--- src/rtl/bdt_pkg.sv ---
package bdt_pkg;

    typedef enum logic [1:0] {
        ACK_IDLE   = 2'd0,
        ACK_CHECK  = 2'd1,
        ACK_RETIRE = 2'd2
    } ack_state_e;

    localparam int          NUM_SLOTS = 2;
    localparam int          LVL_W     = 2;
    localparam logic [1:0]  LVL_FULL  = 2'd2;

endpackage

--- src/rtl/bdt_slot.sv ---
module bdt_slot #(
    parameter int AW = 32,
    parameter int SW = 16
) (
    input  logic          clk,
    input  logic          rst_n,
    input  logic          wr,
    input  logic [AW-1:0] wr_addr,
    input  logic [SW-1:0] wr_len,
    input  logic          clr,
    input  logic          hw_done,
    input  logic          hw_err,
    output logic          rdy_f,
    output logic          done_f,
    output logic          err_f,
    output logic [AW-1:0] addr_q,
    output logic [SW-1:0] len_q
);

    // Flags: retire clear wins over a new strobe in the same cycle.
    always_ff @(posedge clk) begin
        if (!rst_n) begin
            rdy_f  <= 1'b0;
            done_f <= 1'b0;
            err_f  <= 1'b0;
        end else if (clr) begin
            rdy_f  <= 1'b0;
            done_f <= 1'b0;
            err_f  <= 1'b0;
        end else begin
            if (wr)      rdy_f  <= 1'b1;
            if (hw_done) done_f <= 1'b1;
            if (hw_err)  err_f  <= 1'b1;
        end
    end

    always_ff @(posedge clk) begin
        if (!rst_n) begin
            addr_q <= '0;
            len_q  <= '0;
        end else if (wr) begin
            addr_q <= wr_addr;
            len_q  <= wr_len;
        end
    end

endmodule

--- src/rtl/bdt_ack_fsm.sv ---
module bdt_ack_fsm
    import bdt_pkg::*;
#(
    parameter int CW = 8
) (
    input  logic          clk,
    input  logic          rst_n,
    input  logic          ack_start,
    input  logic [1:0]    done_flags,
    output logic          cidx,
    output logic [CW-1:0] req_cnt,
    output logic          retire,
    output logic          busy
);

    ack_state_e state_q, state_d;

    always_ff @(posedge clk) begin
        if (!rst_n) state_q <= ACK_IDLE;
        else        state_q <= state_d;
    end

    always_comb begin
        state_d = state_q;
        unique case (state_q)
            ACK_IDLE:   if (ack_start) state_d = ACK_CHECK;
            ACK_CHECK:  state_d = done_flags[cidx] ? ACK_RETIRE : ACK_IDLE;
            ACK_RETIRE: state_d = ACK_CHECK;
            default:    state_d = ACK_IDLE;
        endcase
    end

    always_comb begin
        retire = (state_q == ACK_RETIRE);
        busy   = (state_q != ACK_IDLE);
    end

    always_ff @(posedge clk) begin
        if (!rst_n) begin
            cidx    <= 1'b0;
            req_cnt <= '0;
        end else if (retire) begin
            cidx    <= ~cidx;
            req_cnt <= req_cnt + 1'b1;
        end
    end

endmodule

--- src/rtl/bdt_acct.sv ---
module bdt_acct
    import bdt_pkg::*;
#(
    parameter int CW  = 8,
    parameter int DCW = 8
) (
    input  logic             clk,
    input  logic             rst_n,
    input  logic             enq_valid,
    input  logic             svc_step,
    input  logic [CW-1:0]    req_cnt,
    input  logic             det_valid,
    input  logic [DCW-1:0]   det_num,
    output logic             enq_ok,
    output logic             issue_idx,
    output logic [LVL_W-1:0] level,
    output logic [CW-1:0]    svc_cnt,
    output logic [DCW-1:0]   done_cnt,
    output logic             ovf_err,
    output logic             unf_err,
    output logic             det_err
);

    logic             pend, svc_take, svc_dec, svc_unf, det_ok, det_bad;
    logic [LVL_W-1:0] level_d;
    logic [DCW-1:0]   done_d;

    always_comb begin
        enq_ok   = enq_valid && (level != LVL_FULL);
        pend     = (svc_cnt != req_cnt);
        svc_take = svc_step && pend;
        svc_dec  = svc_take && (level != '0);
        svc_unf  = svc_take && (level == '0);
        det_ok   = det_valid && (det_num <= done_cnt);
        det_bad  = det_valid && !det_ok;

        unique case ({enq_ok, svc_dec})
            2'b10:   level_d = level + 1'b1;
            2'b01:   level_d = level - 1'b1;
            default: level_d = level;
        endcase

        done_d = done_cnt + {{(DCW-1){1'b0}}, svc_dec};
        if (det_ok) done_d = done_d - det_num;
    end

    always_ff @(posedge clk) begin
        if (!rst_n) begin
            issue_idx <= 1'b0;
            level     <= '0;
            svc_cnt   <= '0;
            done_cnt  <= '0;
            ovf_err   <= 1'b0;
            unf_err   <= 1'b0;
            det_err   <= 1'b0;
        end else begin
            if (enq_ok)   issue_idx <= ~issue_idx;
            if (svc_take) svc_cnt   <= svc_cnt + 1'b1;
            level    <= level_d;
            done_cnt <= done_d;
            ovf_err  <= enq_valid && !enq_ok;
            unf_err  <= svc_unf;
            det_err  <= det_bad;
        end
    end

endmodule

--- src/rtl/pingpong_bd_tracker.sv ---
module pingpong_bd_tracker
    import bdt_pkg::*;
#(
    parameter int AW  = 32,
    parameter int SW  = 16,
    parameter int CW  = 8,
    parameter int DCW = 8
) (
    input  logic                clk,
    input  logic                rst_n,
    input  logic                enq_valid,
    input  logic [AW-1:0]       enq_addr,
    input  logic [SW-1:0]       enq_size,
    input  logic [1:0]          dma_done,
    input  logic [1:0]          dma_err,
    input  logic                ack_start,
    input  logic                svc_step,
    input  logic                det_valid,
    input  logic [DCW-1:0]      det_num,
    output logic [1:0]          slot_rdy,
    output logic [1:0]          slot_done,
    output logic [1:0]          slot_err,
    output logic [2*AW-1:0]     slot_addr,
    output logic [2*SW-1:0]     slot_len,
    output logic                issue_idx,
    output logic                cmpl_idx,
    output logic [1:0]          level,
    output logic [CW-1:0]       req_cnt,
    output logic [CW-1:0]       svc_cnt,
    output logic [DCW-1:0]      done_cnt,
    output logic                ready,
    output logic                ack_busy,
    output logic                ovf_err,
    output logic                unf_err,
    output logic                det_err
);

    logic          enq_ok, retire;
    logic [SW-1:0] len_val;

    assign len_val = enq_size - 1'b1;
    assign ready   = (level != LVL_FULL);

    bdt_acct #(.CW(CW), .DCW(DCW)) u_acct (
        .clk       (clk),
        .rst_n     (rst_n),
        .enq_valid (enq_valid),
        .svc_step  (svc_step),
        .req_cnt   (req_cnt),
        .det_valid (det_valid),
        .det_num   (det_num),
        .enq_ok    (enq_ok),
        .issue_idx (issue_idx),
        .level     (level),
        .svc_cnt   (svc_cnt),
        .done_cnt  (done_cnt),
        .ovf_err   (ovf_err),
        .unf_err   (unf_err),
        .det_err   (det_err)
    );

    bdt_ack_fsm #(.CW(CW)) u_ack (
        .clk        (clk),
        .rst_n      (rst_n),
        .ack_start  (ack_start),
        .done_flags (slot_done),
        .cidx       (cmpl_idx),
        .req_cnt    (req_cnt),
        .retire     (retire),
        .busy       (ack_busy)
    );

    for (genvar i = 0; i < NUM_SLOTS; i++) begin : g_slot
        bdt_slot #(.AW(AW), .SW(SW)) u_slot (
            .clk     (clk),
            .rst_n   (rst_n),
            .wr      (enq_ok && (issue_idx == i[0])),
            .wr_addr (enq_addr),
            .wr_len  (len_val),
            .clr     (retire && (cmpl_idx == i[0])),
            .hw_done (dma_done[i]),
            .hw_err  (dma_err[i]),
            .rdy_f   (slot_rdy[i]),
            .done_f  (slot_done[i]),
            .err_f   (slot_err[i]),
            .addr_q  (slot_addr[i*AW +: AW]),
            .len_q   (slot_len[i*SW +: SW])
        );
    end

endmodule

--- config.mk ---
export PLATFORM = sky130hd
export DESIGN_NAME = pingpong_bd_tracker
export DESIGN_NICKNAME = d
export VERILOG_FILES = /design/src/rtl/bdt_pkg.sv /design/src/rtl/bdt_slot.sv /design/src/rtl/bdt_ack_fsm.sv /design/src/rtl/bdt_acct.sv /design/src/rtl/pingpong_bd_tracker.sv
export SDC_FILE = /design/constraint.sdc
export NUM_CORES = 1
export LEC_CHECK = 0
export ABC_AREA = 1
export BUFFER_PORTS_ARGS = -buffer_cell sky130_fd_sc_hd__buf_4
export CORE_MARGIN = 2
export CORE_UTILIZATION = 40
export CTS_BUF_LIST = sky130_fd_sc_hd__clkbuf_4 sky130_fd_sc_hd__clkbuf_8 sky130_fd_sc_hd__clkbuf_16
export CTS_CLUSTER_SIZE = 20
export DETAILED_ROUTE_END_ITERATION = 16
export PLACE_DENSITY = 0.66
export SETUP_SLACK_MARGIN = 0.5
export SLEW_MARGIN = 10
export SYNTH_ARGS = -nofsm -noshare
export SYNTH_HDL_FRONTEND = slang
export SYNTH_SLANG_ARGS = --single-unit
--- constraint.sdc ---
create_clock -name clk -period 7.32 [get_ports clk]
set_clock_uncertainty 0.2 [all_clocks]
set_input_delay 1.098 -clock clk [delete_from_list [all_inputs] [get_ports clk]]
set_output_delay 1.098 -clock clk [all_outputs]
set_load 0.02 [all_outputs]
==> results of run 1 <==
==> kinds of logic (layout without fill, tap and decap cells) <==
family / count (synthesis) / in the layout / share of synthesized area [%]
adder cells (fa/ha/maj): 22 / 22 / 4.67
AO/OA/AOI/OAI: 156 / 156 / 15.9
XOR/XNOR: 28 / 28 / 4.05
AND/OR/NAND/NOR: 304 / 304 / 21.5
buffers and inverters: 116 / 314 / 9.20
flip-flops: 135 / 135 / 44.7
==> worst register-to-register path, delay by kind of cell, from the launching register on <==
family / cells / cell delay (ns)
DFF: 1 / 0.44
adders and majority gates: 3 / 0.73
and+or+nand+nor: 14 / 1.35
xor gates and xnor gates: 2 / 0.33
AOI/OAI and AO/OA: 1 / 0.13
buffers and inverters: 3 / 0.17
==> power breakdown <==
part / internal (W) / switching [W]
registers: 0.000792 / 0.0000380
clock network: 0.000572 / 0.000320
logic: 0.000168 / 0.000252
total: 0.00153 / 0.000610
==> stage by stage <==
stage | total power (W) | area [um^2] | hold WS [ns] | instances
after floorplan | 0.00110 | 6050 | 0.223 | 761
after global placement | 0.00126 | 7540 | 0.239 | 1111
after detailed placement | 0.00126 | 7540 | 0.241 | 1111
after CTS | 0.00216 | 8170 | 0.249 | 1143
final | 0.00214 | 8170 | 0.244 | 1143
after global routing | 0.00224 | 8170 | 0.259 | 1143
==> routing by layer <==
| layer | vias up | wire length [um] | share of wire [%] | track usage, % |
|---|---|---|---|---|
| li1 | 2853 | - | - | - |
| met1 | 2578 | 7390 | 43 | 25.7 |
| met2 | 185 | 8070 | 47 | 34.5 |
| met3 | 18 | 1310 | 7.7 | 8.29 |
| met4 | 0 | 228 | 1.3 | 6.53 |
| met5 | - | 0 | 0 | 0 |
==> how the worst min path moves through the flow <==
| stage | cells past startpoint | to | startpoint | slack (ns) |
|---|---|---|---|---|
| 5_1_grt | 1 | u_ack.state_q[0] | u_ack.state_q[0] | 0.26 |
| 2_1_floorplan | 1 | u_ack.state_q[0] | u_ack.state_q[0] | 0.22 |
| 6_report | 1 | u_ack.state_q[0] | u_ack.state_q[0] | 0.24 |
| 3_5_place_dp | 1 | u_ack.state_q[0] | u_ack.state_q[0] | 0.24 |
| 3_3_place_gp | 1 | u_ack.state_q[0] | u_ack.state_q[0] | 0.24 |
| 4_1_cts | 1 | u_ack.state_q[0] | u_ack.state_q[0] | 0.25 |
==> cells in the final DEF, fill, tap and decap left out, types with 2 or more instances in the layout <==
cell type	count
nor2_8	2
a21o_1	2
nand4_1	8
clkinv_4	2
nand2_2	2
inv_1	77
clkbuf_8	3
ha_1	21
inv_2	2
a31oi_1	2
clkbuf_16	17
nand3_1	32
a21oi_1	37
xnor2_1	11
clkinvlp_4	3
o21bai_1	8
and3_1	3
xor2_1	17
inv_4	2
nor2_1	126
dfxtp_1	135
buf_4	201
bufinv_16	3
nor3_1	5
o21a_1	3
a22o_1	37
nand2_1	117
o21ai_0	64
clkbuf_4	2
nand2_4	3
==> layout make-up <==
type / count / area share [%]
Multi-Input combinational cell: 510 / 34.2
Sequential cell: 135 / 33.1
Clock buffer: 22 / 5.90
Inverter: 81 / 3.78
Timing Repair Buffer: 201 / 18.5
Tap cell: 184 / 2.82
Clock inverter: 10 / 1.76
==> flip-flops by register name, summed over array words and instances (netlist names) <==
signal	cells
u_acct.issue_idx	1
u_acct.ovf_err	1
g_slot.u_slot.err_f	2
u_acct.svc_cnt	8
g_slot.u_slot.addr_q	64
g_slot.u_slot.done_f	2
u_acct.unf_err	1
u_ack.req_cnt	8
u_ack.cidx	1
u_ack.state_q	2
g_slot.u_slot.len_q	32
u_acct.level	2
u_acct.det_err	1
u_acct.done_cnt	8
g_slot.u_slot.rdy_f	2
==> impl_results.md, run 1 <==
* Worst Setup SP: u_acct.svc_cnt[6]
* Pre-antenna DRT Iters at 5
* Slowest stage delay, CP at 0.44 ns
* Num ports at 201
* Top cells by count, synth: 135 x dfxtp_1, 126 x nor2_1, 117 x nand2_1
* Pin count of the biggest net entering global routing at 73
* CP endpoint kind: register
* Part of the cycle the worst path needs at 46.6%
* Via count at 5634
* Most common cell in the netlist: dfxtp_1
* Clock-pin slew on the worst setup and hold paths at 0.06 ns
* Register area at 0.00270 mm^2
* First-pass GRT wire length at 27.3 mm
* Detailed-route DRC error count at 0
* Drt total wl at 17.0 mm
* N_diodes at 0
* Crit path to: u_acct.done_cnt[7]
* Setup slack, reg-to-reg at 3.91 ns
* Sequential share of the synthesized area at 44.7%
* CP Class: register to register
* IO buf count at 200
* Hold crit path type: register to register
* Reg2reg start: u_acct.svc_cnt[6]
* Core Area at 0.0146 mm^2
* Power density cells at 262 mW/mm^2
* Reg2reg end: u_acct.done_cnt[7]
* HPWL after DPL at 11.8 mm
* WP buf/inv at 3
* Syn-to-layout area delta at 35.0%
* Fmax at 293 MHz
* GR Overflow Total at 0
* Highest-delay cell along the critical path: dfxtp_1
* Seq cells post-synth at 135
* Synth top area cells: dfxtp_1 45%, nor2_1 7.8%, nand2_1 7.3%, a22o_1 5.4%, o21ai_0 5.3%
* Area of the multi-input gates at 0.00279 mm^2
* Main synth FF type: dfxtp_1
* Synth top area share at 44.7%
* Syn Area/Cell at 7.95 um^2
* Stages on the worst setup path at 23
* Die Height at 127 um
* Antenna violations before repair at 0
* Worst EP required at 7.47 ns
* Fillers at 1403
* Initial Utilization at 41.3%
* Longest Clk Path Bufs at 2
* Leakage at 4.04 nW
* Max_cap viols at 0
* Yosys warns at 0
* TNS Setup at 0 ns
* Worst-Margin Slew at 0.846 ns
* Routed len/inst at 14.9 um
* Pre-CTS setup slack at 3.63 ns
* Synthesized net count at 849
* Resized cells post-CTS at 0
* Final Wtd Congestion at 0.848
* Final #Nets at 1034
* Post-CTS Hold Fix Bufs at 0
* GRT Total Usage at 21.1%
* Delay-heaviest family, CP: simple AND/OR/NAND/NOR gates
* Async set-reset flop share out of synthesis at 0%
* Max-slew violation count at 0
* Antenna Violating Nets Remaining at 0
* Share of layout cells above drive strength 1 at 26.0%
* Hold Fails Final Rpt at 0
* Syn Inst Count at 761
* Most used cell, CP: nand2_1
* RSZ-0062 raised after global routing: no
* CTS Root Cell: clkbuf_16
* DRT iter0 DRCs at 253
* Cell area after synthesis at 0.00605 mm^2
* CP arrival at 3.56 ns
* CTS tree: built
* Number of buffers created by CTS at 17
* Post-synth EDFFs at 0
* Netlist cell types at 38
* Area leader, netlist: dfxtp_1
* CP max FO at 10
* Die X at 127 um
* Post-CTS Setup Repair Bufs at 0
* Post-layout util at 55.8%
* Final Setup Violations at 0
* Number of global-route vias before repair at 5455
* # rows at 44
* VDD IR-drop max at 0.000201 V
* Status: complete, no violations
* Total die area at 0.0161 mm^2
* CP Cell Sequence: xnor2_1 -> nand2_1 -> nor2_1 -> nand3_2 -> nand2_2 -> nor2_1 -> ha_1 -> ha_1 -> nand2_1 -> inv_1 -> nand4_1 -> xor2_1 -> inv_1 -> ha_1 -> nand2_1 -> inv_1 -> nand2_1 -> nand2_1 -> a21oi_1 -> nand3_1 -> nand2_1 -> nor2_1 -> nor2_1
* Clk sinks at 135
* H-tree Lvls at 4
* Clock latency on the worst-skew pair at 0.41 ns
* Min Tclk post-route at 3.41 ns
* Slack of the critical path at 3.91 ns
* Worst-case reg-to-reg path depth at 23
* Via/cell ratio at 4.93
* Startpoint types: register
* Max_slew headroom at 43.5%
(Power assumes the default switching activity.)
==> inputs of run 2 (changes only) <==
--- a/config.mk
+++ b/config.mk
@@ -12,7 +12,7 @@
 export CTS_BUF_LIST = sky130_fd_sc_hd__clkbuf_4 sky130_fd_sc_hd__clkbuf_8 sky130_fd_sc_hd__clkbuf_16
 export CTS_CLUSTER_SIZE = 20
 export DETAILED_ROUTE_END_ITERATION = 16
-export PLACE_DENSITY = 0.66
+export PLACE_DENSITY = 0.68
 export SETUP_SLACK_MARGIN = 0.5
 export SLEW_MARGIN = 10
 export SYNTH_ARGS = -nofsm -noshare
==> constraint.sdc (replaced) <==
create_clock -name clk -period 2.8 [get_ports clk]
set_clock_uncertainty 0.2 [all_clocks]
set_input_delay 0.42 -clock clk [delete_from_list [all_inputs] [get_ports clk]]
set_output_delay 0.42 -clock clk [all_outputs]
set_load 0.02 [all_outputs]
==> run 2 against run 1 <==
Effect of this change:
- the flow now finishes with violations (negative setup slack)
- hold slack worse by 0.22 ns
- sequential share of layout area is 2.0 points lower
- combinational power rose to 3.0 times the previous value
- first-iteration DRC count rose by 36%
- fmax increased by 18%
- flip-flop and latch count did not move
- clock power grew to 2.7 times the previous value
- critical path type unchanged
- critical endpoint unchanged
- largest cell class unchanged
==> impl_results.md, run 2 (synthesized netlist as in run 1, its figures left out) <==
* GR Overflow Total at 0 (unchanged)
* Num ports at 201 (unchanged)
* Comb pwr share at 21.7% (+2.1 points)
* Delay-heaviest family, CP: simple AND/OR/NAND/NOR gates
* Core Area at 0.0146 mm^2 (unchanged)
* Finished Layout Cells at 1190 (+4.1%)
* Clock latency on the worst-skew pair at 0.41 ns (about the same)
* IO buf count at 200 (unchanged)
* CP Cell Sequence: xnor2_2 -> nand2_1 -> nor2_1 -> nand3_2 -> nand2_4 -> nor2_4 -> ha_4 -> ha_4 -> nand2_4 -> inv_2 -> nand4_1 -> xor2_1 -> inv_1 -> ha_4 -> a21oi_2 -> nand2_2 -> a21oi_2 -> nand3_1 -> nand2_1 -> nor2_1 -> nor2_1
* Switch share at 28.5% (about the same)
* Pre-CTS setup slack at -0.0947 ns (-3.72 ns)
* Clock-pin slew on the worst setup and hold paths at 0.06 ns (about the same)
* Longest Clk Path Bufs at 2 (unchanged)
* Via/cell ratio at 4.80 (-2.6%)
* CP max FO at 3 (-7)
* Syn-to-layout area delta at 46.3%
* Placed Cells incl. Taps at 1147 (+3.2%)
* Most frequent cells in the layout: 247 x buf_4, 120 x nor2_1, 119 x dfxtp_1
* CP Class: register to register
* Total die area at 0.0161 mm^2 (unchanged)
* RSZ-0062 raised after global routing: yes
* First-pass GRT wire length at 27.5 mm (+0.99%)
* Final Setup Violations at 2 (+2)
* Max_cap viols at 0 (unchanged)
* Hold Fails Final Rpt at 0 (unchanged)
* Fmax at 347 MHz (+18%)
* GRT Total Usage at 21.4% (+0.27 points)
* NetSw at 0.00165 W (+170%)
* Pre-antenna DRT Iters at 5 (unchanged)
* Number of global-route vias before repair at 5621 (+3.0%)
* Largest register by flop count: g_slot.u_slot.addr_q
* Via count at 5712 (+1.4%)
* Commonest non-fill, non-tap cell in the layout: buf_4
* Power share of the clock group at 41.0% (-0.6 points)
* Power Internal at 0.00414 W (+170%)
* Post-layout util at 60.5% (+4.7 points)
* Slack of the critical path at -0.0812 ns (-3.99 ns)
* Die Height at 127 um (unchanged)
* CP endpoint kind: register
* Drt total wl at 17.2 mm (+1.1%)
* Failing checks: negative setup slack
* CTS tree: built
* Hold crit path type: input port to register
* Pin count of the biggest net entering global routing at 56 (-23%)
* Die X at 127 um (unchanged)
* Max-slew violation count at 0 (unchanged)
* Final Wtd Congestion at 0.835 (-1.5%)
* Max_slew headroom at 43.8% (+0.29 points)
* Highest-delay cell along the critical path: dfxtp_4
* H-tree Lvls at 4 (unchanged)
* Largest regs: g_slot.u_slot.addr_q (64), g_slot.u_slot.len_q (32)
* Antenna violations before repair at 0 (unchanged)
* Detailed-route DRC error count at 0 (unchanged)
* WP buf/inv at 2 (-1)
* Initial Utilization at 41.3% (unchanged)
* Worst-Margin Slew at 0.841 ns (-0.00435 ns)
* Reg power frac at 37.3% (-1.4 points)
* Final #Nets at 1081 (+4.5%)
* Antenna Violating Nets Remaining at 0 (unchanged)
* Share of layout cells above drive strength 1 at 35.1% (+9.1 points)
* Min Tclk post-route at 2.88 ns (-0.532 ns)
* Power density cells at 653 mW/mm^2 (+150%)
* Worst EP required at 2.95 ns (-4.52 ns)
* Max reg flops at 64 (unchanged)
* CP arrival at 3.03 ns (-0.53 ns)
* HPWL after DPL at 12.1 mm (+2.5%)
* N_diodes at 0 (unchanged)
* Part of the cycle the worst path needs at 103% (+56 points)
* CTS Root Cell: clkbuf_16
* Slowest stage delay, CP at 0.35 ns (-0.09 ns)
* Clk sinks at 135 (unchanged)
* Leakage at 4.34 nW (+7.4%)
* Number of buffers created by CTS at 17 (unchanged)
* # rows at 44 (unchanged)
* VDD IR-drop max at 0.000488 V (+140%)
* Startpoint types: register
* DRT iter0 DRCs at 345 (+36%)
* Routed len/inst at 14.4 um (-2.9%)
* Status: finished, violations left
## run 2: changes by cell type in the layout (fill, tap and decap cells not counted), moves of 5 or more
| cell | before | now |
|---|---|---|
| dfxtp_1 | 135 | 119 |
| nor2_1 | 126 | 120 |
| ha_4 | 0 | 9 |
| ha_1 | 21 | 12 |
| dfxtp_4 | 0 | 11 |
| dfxtp_2 | 0 | 5 |
| xnor2_1 | 11 | 6 |
| inv_2 | 2 | 7 |
| xnor2_2 | 0 | 5 |
| buf_4 | 201 | 247 |
| inv_1 | 77 | 72 |
| nand2_1 | 117 | 109 |
## run 2: metal layers
layer  routed length (um)  part of all wire, %  vias up  track usage (%)
li1                     -                    -     2938                -
met1                 7530                   44     2603             25.7
met2                 8100                   47      156             35.2
met3                 1350                  7.8       15             8.63
met4                  204                  1.2        0             6.59
met5                    0                    0        -                0
## run 2: power by group through the flow
stage                     clock (W)  combinational (W)  sequential (W)
after floorplan                   0           0.000554         0.00235
after global placement            0            0.00117         0.00219
after detailed placement          0            0.00118         0.00219
after CTS                   0.00241            0.00121         0.00215
after global routing        0.00249            0.00138         0.00217
final                       0.00237            0.00126         0.00216
## run 2: repair_timing
action,in CTS,in global routing
setup endpoints to repair,7,8
buffers inserted,5,5
hold endpoints to repair,1,0
gates cloned,0,0
gates resized for setup,10,24
pin swaps,14,14
hold buffers,1,0
## run 2: worst reg2reg max path: cells and delay by family (launching register included)
kind / cells / cell delay (ns)
adder cells (fa/ha/maj): 3 / 0.58
buffers and inverters: 2 / 0.13
AND/OR/NAND/NOR: 12 / 0.98
AO/OA/AOI/OAI: 2 / 0.26
XOR/XNOR: 2 / 0.33
flip-flops: 1 / 0.35
## run 2: final cells by class
| class | instances | area, um^2 |
|---|---|---|
| well taps | 184 | 230 |
| flip-flops and latches | 135 | 2750 |
| clock inverters | 10 | 140 |
| multi-input cells | 510 | 3060 |
| repair buffers | 248 | 1860 |
| clock buffers | 22 | 499 |
| inverters | 81 | 309 |
| fillers | 1293 | 5790 |
## run 2: metrics by stage
| stage | TNS [ns] | cell area (um^2) | power, W | hold slack (ns) |
|---|---|---|---|---|
| finish | -0.0919 | 8860 | 0.00578 | 0.0219 |
| global route | -0.763 | 8860 | 0.00605 | 0.0191 |
| CTS | -0.129 | 8690 | 0.00578 | 0.00433 |
| detailed placement | -0.122 | 7970 | 0.00337 | 0.240 |
| global placement | -0.0404 | 7970 | 0.00336 | 0.239 |
| floorplan | -0.159 | 6200 | 0.00290 | 0.223 |
## run 2: final timing paths
check	from	end	slack (ns)	depth (start not counted)
setup / recovery	u_acct.svc_cnt[3]	u_acct.done_cnt[7]	-0.08	21
hold / removal	dma_done[1]	g_slot[1].u_slot.done_f	0.02	3
setup reg to reg	u_acct.svc_cnt[3]	u_acct.done_cnt[7]	-0.08	21
hold reg to reg	g_slot[1].u_slot.len_q[15]	g_slot[1].u_slot.len_q[15]	0.25	2
==> inputs of run 3 (changes only) <==
--- a/config.mk
+++ b/config.mk
@@ -7,13 +7,12 @@
 export LEC_CHECK = 0
 export ABC_AREA = 1
 export BUFFER_PORTS_ARGS = -buffer_cell sky130_fd_sc_hd__buf_4
-export CORE_MARGIN = 2
-export CORE_UTILIZATION = 40
+export CORE_UTILIZATION = 46
 export CTS_BUF_LIST = sky130_fd_sc_hd__clkbuf_4 sky130_fd_sc_hd__clkbuf_8 sky130_fd_sc_hd__clkbuf_16
 export CTS_CLUSTER_SIZE = 20
 export DETAILED_ROUTE_END_ITERATION = 16
-export PLACE_DENSITY = 0.68
-export SETUP_SLACK_MARGIN = 0.5
+export PLACE_DENSITY = 0.77
+export SETUP_SLACK_MARGIN = 0.1
 export SLEW_MARGIN = 10
 export SYNTH_ARGS = -nofsm -noshare
 export SYNTH_HDL_FRONTEND = slang
==> run 3 against run 2 <==
Effect of this change:
- the flow still finishes with violations (negative setup slack)
- via count up 3.7%
- critical endpoint unchanged
- flip-flop and latch count unchanged
- sequential power about the same
- wire length up 2.5%
- design area down 0.52%
- sequential share of layout area up 0.16 points
- critical path depth up 3
- cell count down 0.42%
- combinational power about the same
- non-clock buffer count up 7
- worst setup slack worse by 0.21 ns
- largest power group unchanged
==> impl_results.md, run 3 (synthesized netlist as in run 1, its figures left out) <==
* Hold crit path type: input port to register
* Antenna violations before repair at 0 (unchanged)
* Number of global-route vias before repair at 5606 (-0.27%)
* Number of buffers created by CTS at 17 (unchanged)
* Num ports at 201 (unchanged)
* Via count at 5923 (+3.7%)
* WP buf/inv at 4 (+2)
* Clock-pin slew on the worst setup and hold paths at 0.06 ns (about the same)
* Slowest stage delay, CP at 0.34 ns (about the same)
* Drt total wl at 17.6 mm (+2.5%)
* Slack of the critical path at -0.288 ns (-0.207 ns)
* Startpoint types: register
* CTS tree: built
* DRT iter0 DRCs at 405 (+17%)
* Worst-Margin Slew at 0.604 ns (-0.237 ns)
* TNS Setup at -0.771 ns (-0.679 ns)
* Final #Nets at 1088 (+0.65%)
* CP max FO at 3 (unchanged)
* Fmax at 324 MHz (-6.7%)
* Largest regs: g_slot.u_slot.addr_q (64), g_slot.u_slot.len_q (32)
* Longest Clk Path Bufs at 2 (unchanged)
* Commonest non-fill, non-tap cell in the layout: buf_4
* Routed len/inst at 14.9 um (+2.9%)
* Hold WS at 0.0198 ns (-0.00214 ns)
* Power density cells at 662 mW/mm^2 (+1.4%)
* Most frequent cells in the layout: 254 x buf_4, 120 x nor2_1, 119 x dfxtp_1
* Status: finished, violations left
* Most used cell, CP: nand2_1
* VDD IR-drop max at 0.000443 V (-9.2%)
* Die X at 117 um (-8.1%)
* Max_slew headroom at 59.3% (+15 points)
* Pre-antenna DRT Iters at 5 (unchanged)
* Delay-heaviest family, CP: simple AND/OR/NAND/NOR gates
* Largest register by flop count: g_slot.u_slot.addr_q
* Max reg flops at 64 (unchanged)
* Min Tclk post-route at 3.09 ns (+0.207 ns)
* Part of the cycle the worst path needs at 110% (+7.4 points)
* Max-slew violation count at 0 (unchanged)
* CP endpoint kind: register
* First-pass GRT wire length at 26.9 mm (-2.3%)
* N_diodes at 0 (unchanged)
* Clock latency on the worst-skew pair at 0.42 ns (about the same)
* Syn-to-layout area delta at 45.6%
* CTS Root Cell: clkbuf_16
* Die Height at 117 um (-8.1%)
* GR Overflow Total at 0 (unchanged)
* Clk sinks at 135 (unchanged)
* Share of layout cells above drive strength 1 at 34.4% (-0.74 points)
* Final Wtd Congestion at 0.864 (+3.5%)
* Total die area at 0.0136 mm^2 (-16%)
* Final Setup Violations at 5 (+3)
* IO buf count at 200 (unchanged)
* Highest-delay cell along the critical path: dfxtp_4
* Core Area at 0.0127 mm^2 (-13%)
* Failing checks: negative setup slack
* H-tree Lvls at 4 (unchanged)
* Antenna Violating Nets Remaining at 0 (unchanged)
* Max_cap viols at 0 (unchanged)
* CP arrival at 3.23 ns (+0.20 ns)
* CP Cell Sequence: xnor2_1 -> nand2_1 -> nor2_2 -> nand3_2 -> nand2_4 -> nor2_4 -> ha_4 -> ha_4 -> nand2_4 -> inv_2 -> nand4_1 -> xor2_1 -> inv_1 -> ha_4 -> nand2_2 -> inv_1 -> nand2_1 -> nand2_1 -> inv_1 -> nand2_1 -> nand3_1 -> nand2_1 -> nor2_1 -> nor2_1
* GRT Total Usage at 25.7% (+4.3 points)
* HPWL after DPL at 11.9 mm (-1.5%)
* # rows at 41 (-6.8%)
* Detailed-route DRC error count at 0 (unchanged)
* Pin count of the biggest net entering global routing at 56 (unchanged)
* Worst EP required at 2.94 ns (about the same)
* Hold Fails Final Rpt at 0 (unchanged)
* Initial Utilization at 47.6% (+6.2 points)
* Via/cell ratio at 5.00 (+4.1%)
* RSZ-0062 raised after global routing: yes
* Leakage at 4.37 nW (+0.59%)
* CP Class: register to register
run 3: cell count changes in the layout (fill, tap and decap cells not counted), moves of 3 or more:
cell	delta
buf_4	+7
clkbuf_4	+5
clkinv_4	-3
ha_1	+3
ha_4	-3
xor2_1	+3
xor2_2	-3
run 3: repair_timing:
item	4_1_cts	5_1_grt
buffers inserted	11	3
resized for setup	14	6
hold endpoints to repair	1	0
hold buffers	1	0
setup endpoints to repair	6	6
cloned	0	0
pin swaps	24	6
run 3: power by group:
group	switching, W	total, W	internal (W)
registers	0.000100	0.00216	0.00206
clock network	0.000808	0.00240	0.00159
logic	0.000728	0.00128	0.000548
total	0.00164	0.00584	0.00420
run 3: area by class of cell:
type                            instances  area, um^2
Timing Repair Buffer                  255        1920
Tap cell                              172         215
Fill cell                            1044        3910
Clock buffer                           26         534
Inverter                               81         309
Multi-Input combinational cell        510        2980
Clock inverter                          6         109
Sequential cell                       135        2750
run 3: worst paths after layout:
path / to / cells past startpoint / slack [ns] / from
min: g_slot[0].u_slot.done_f / 3 / 0.02 / dma_done[0]
max: u_acct.done_cnt[7] / 24 / -0.29 / u_acct.svc_cnt[3]
max reg2reg: u_acct.done_cnt[7] / 24 / -0.29 / u_acct.svc_cnt[3]
min reg2reg: g_slot[0].u_slot.rdy_f / 2 / 0.25 / g_slot[0].u_slot.rdy_f
run 3: worst reg2reg max path: stages (launching register included):
cell and delay (ns):
dfxtp_4 0.34, xnor2_1 0.16, nand2_1 0.10, nor2_2 0.14, nand3_2 0.13, nand2_4 0.11
nor2_4 0.05, ha_4 0.18, ha_4 0.17, nand2_4 0.07, inv_2 0.04, nand4_1 0.08
xor2_1 0.23, inv_1 0.12, ha_4 0.30, nand2_2 0.06, inv_1 0.05, nand2_1 0.04
nand2_1 0.09, inv_1 0.05, nand2_1 0.05, nand3_1 0.06, nand2_1 0.06, nor2_1 0.04
nor2_1 0.09
run 3: metal layers:
layer,vias up,wire length [um],track usage [%],part of all wire (%)
li1,2951,-,-,-
met1,2734,7510,30.2,43
met2,207,8630,43.3,49
met3,31,1130,7.84,6.4
met4,0,344,11.0,2.0
met5,-,0,0,0
run 3: per-stage QoR:
stage	utilization (%)	total power (W)	instance area [um^2]	std cells	setup WS (ns)
after floorplan	-	0.00290	6200	761	-0.105
after global placement	62.7	0.00336	7970	1138	-0.0754
after detailed placement	62.7	0.00338	7970	1138	-0.182
after CTS	68.8	0.00584	8750	1182	-0.108
after global routing	69.2	0.00608	8810	1185	-0.462
final	69.2	0.00584	8810	1185	-0.288
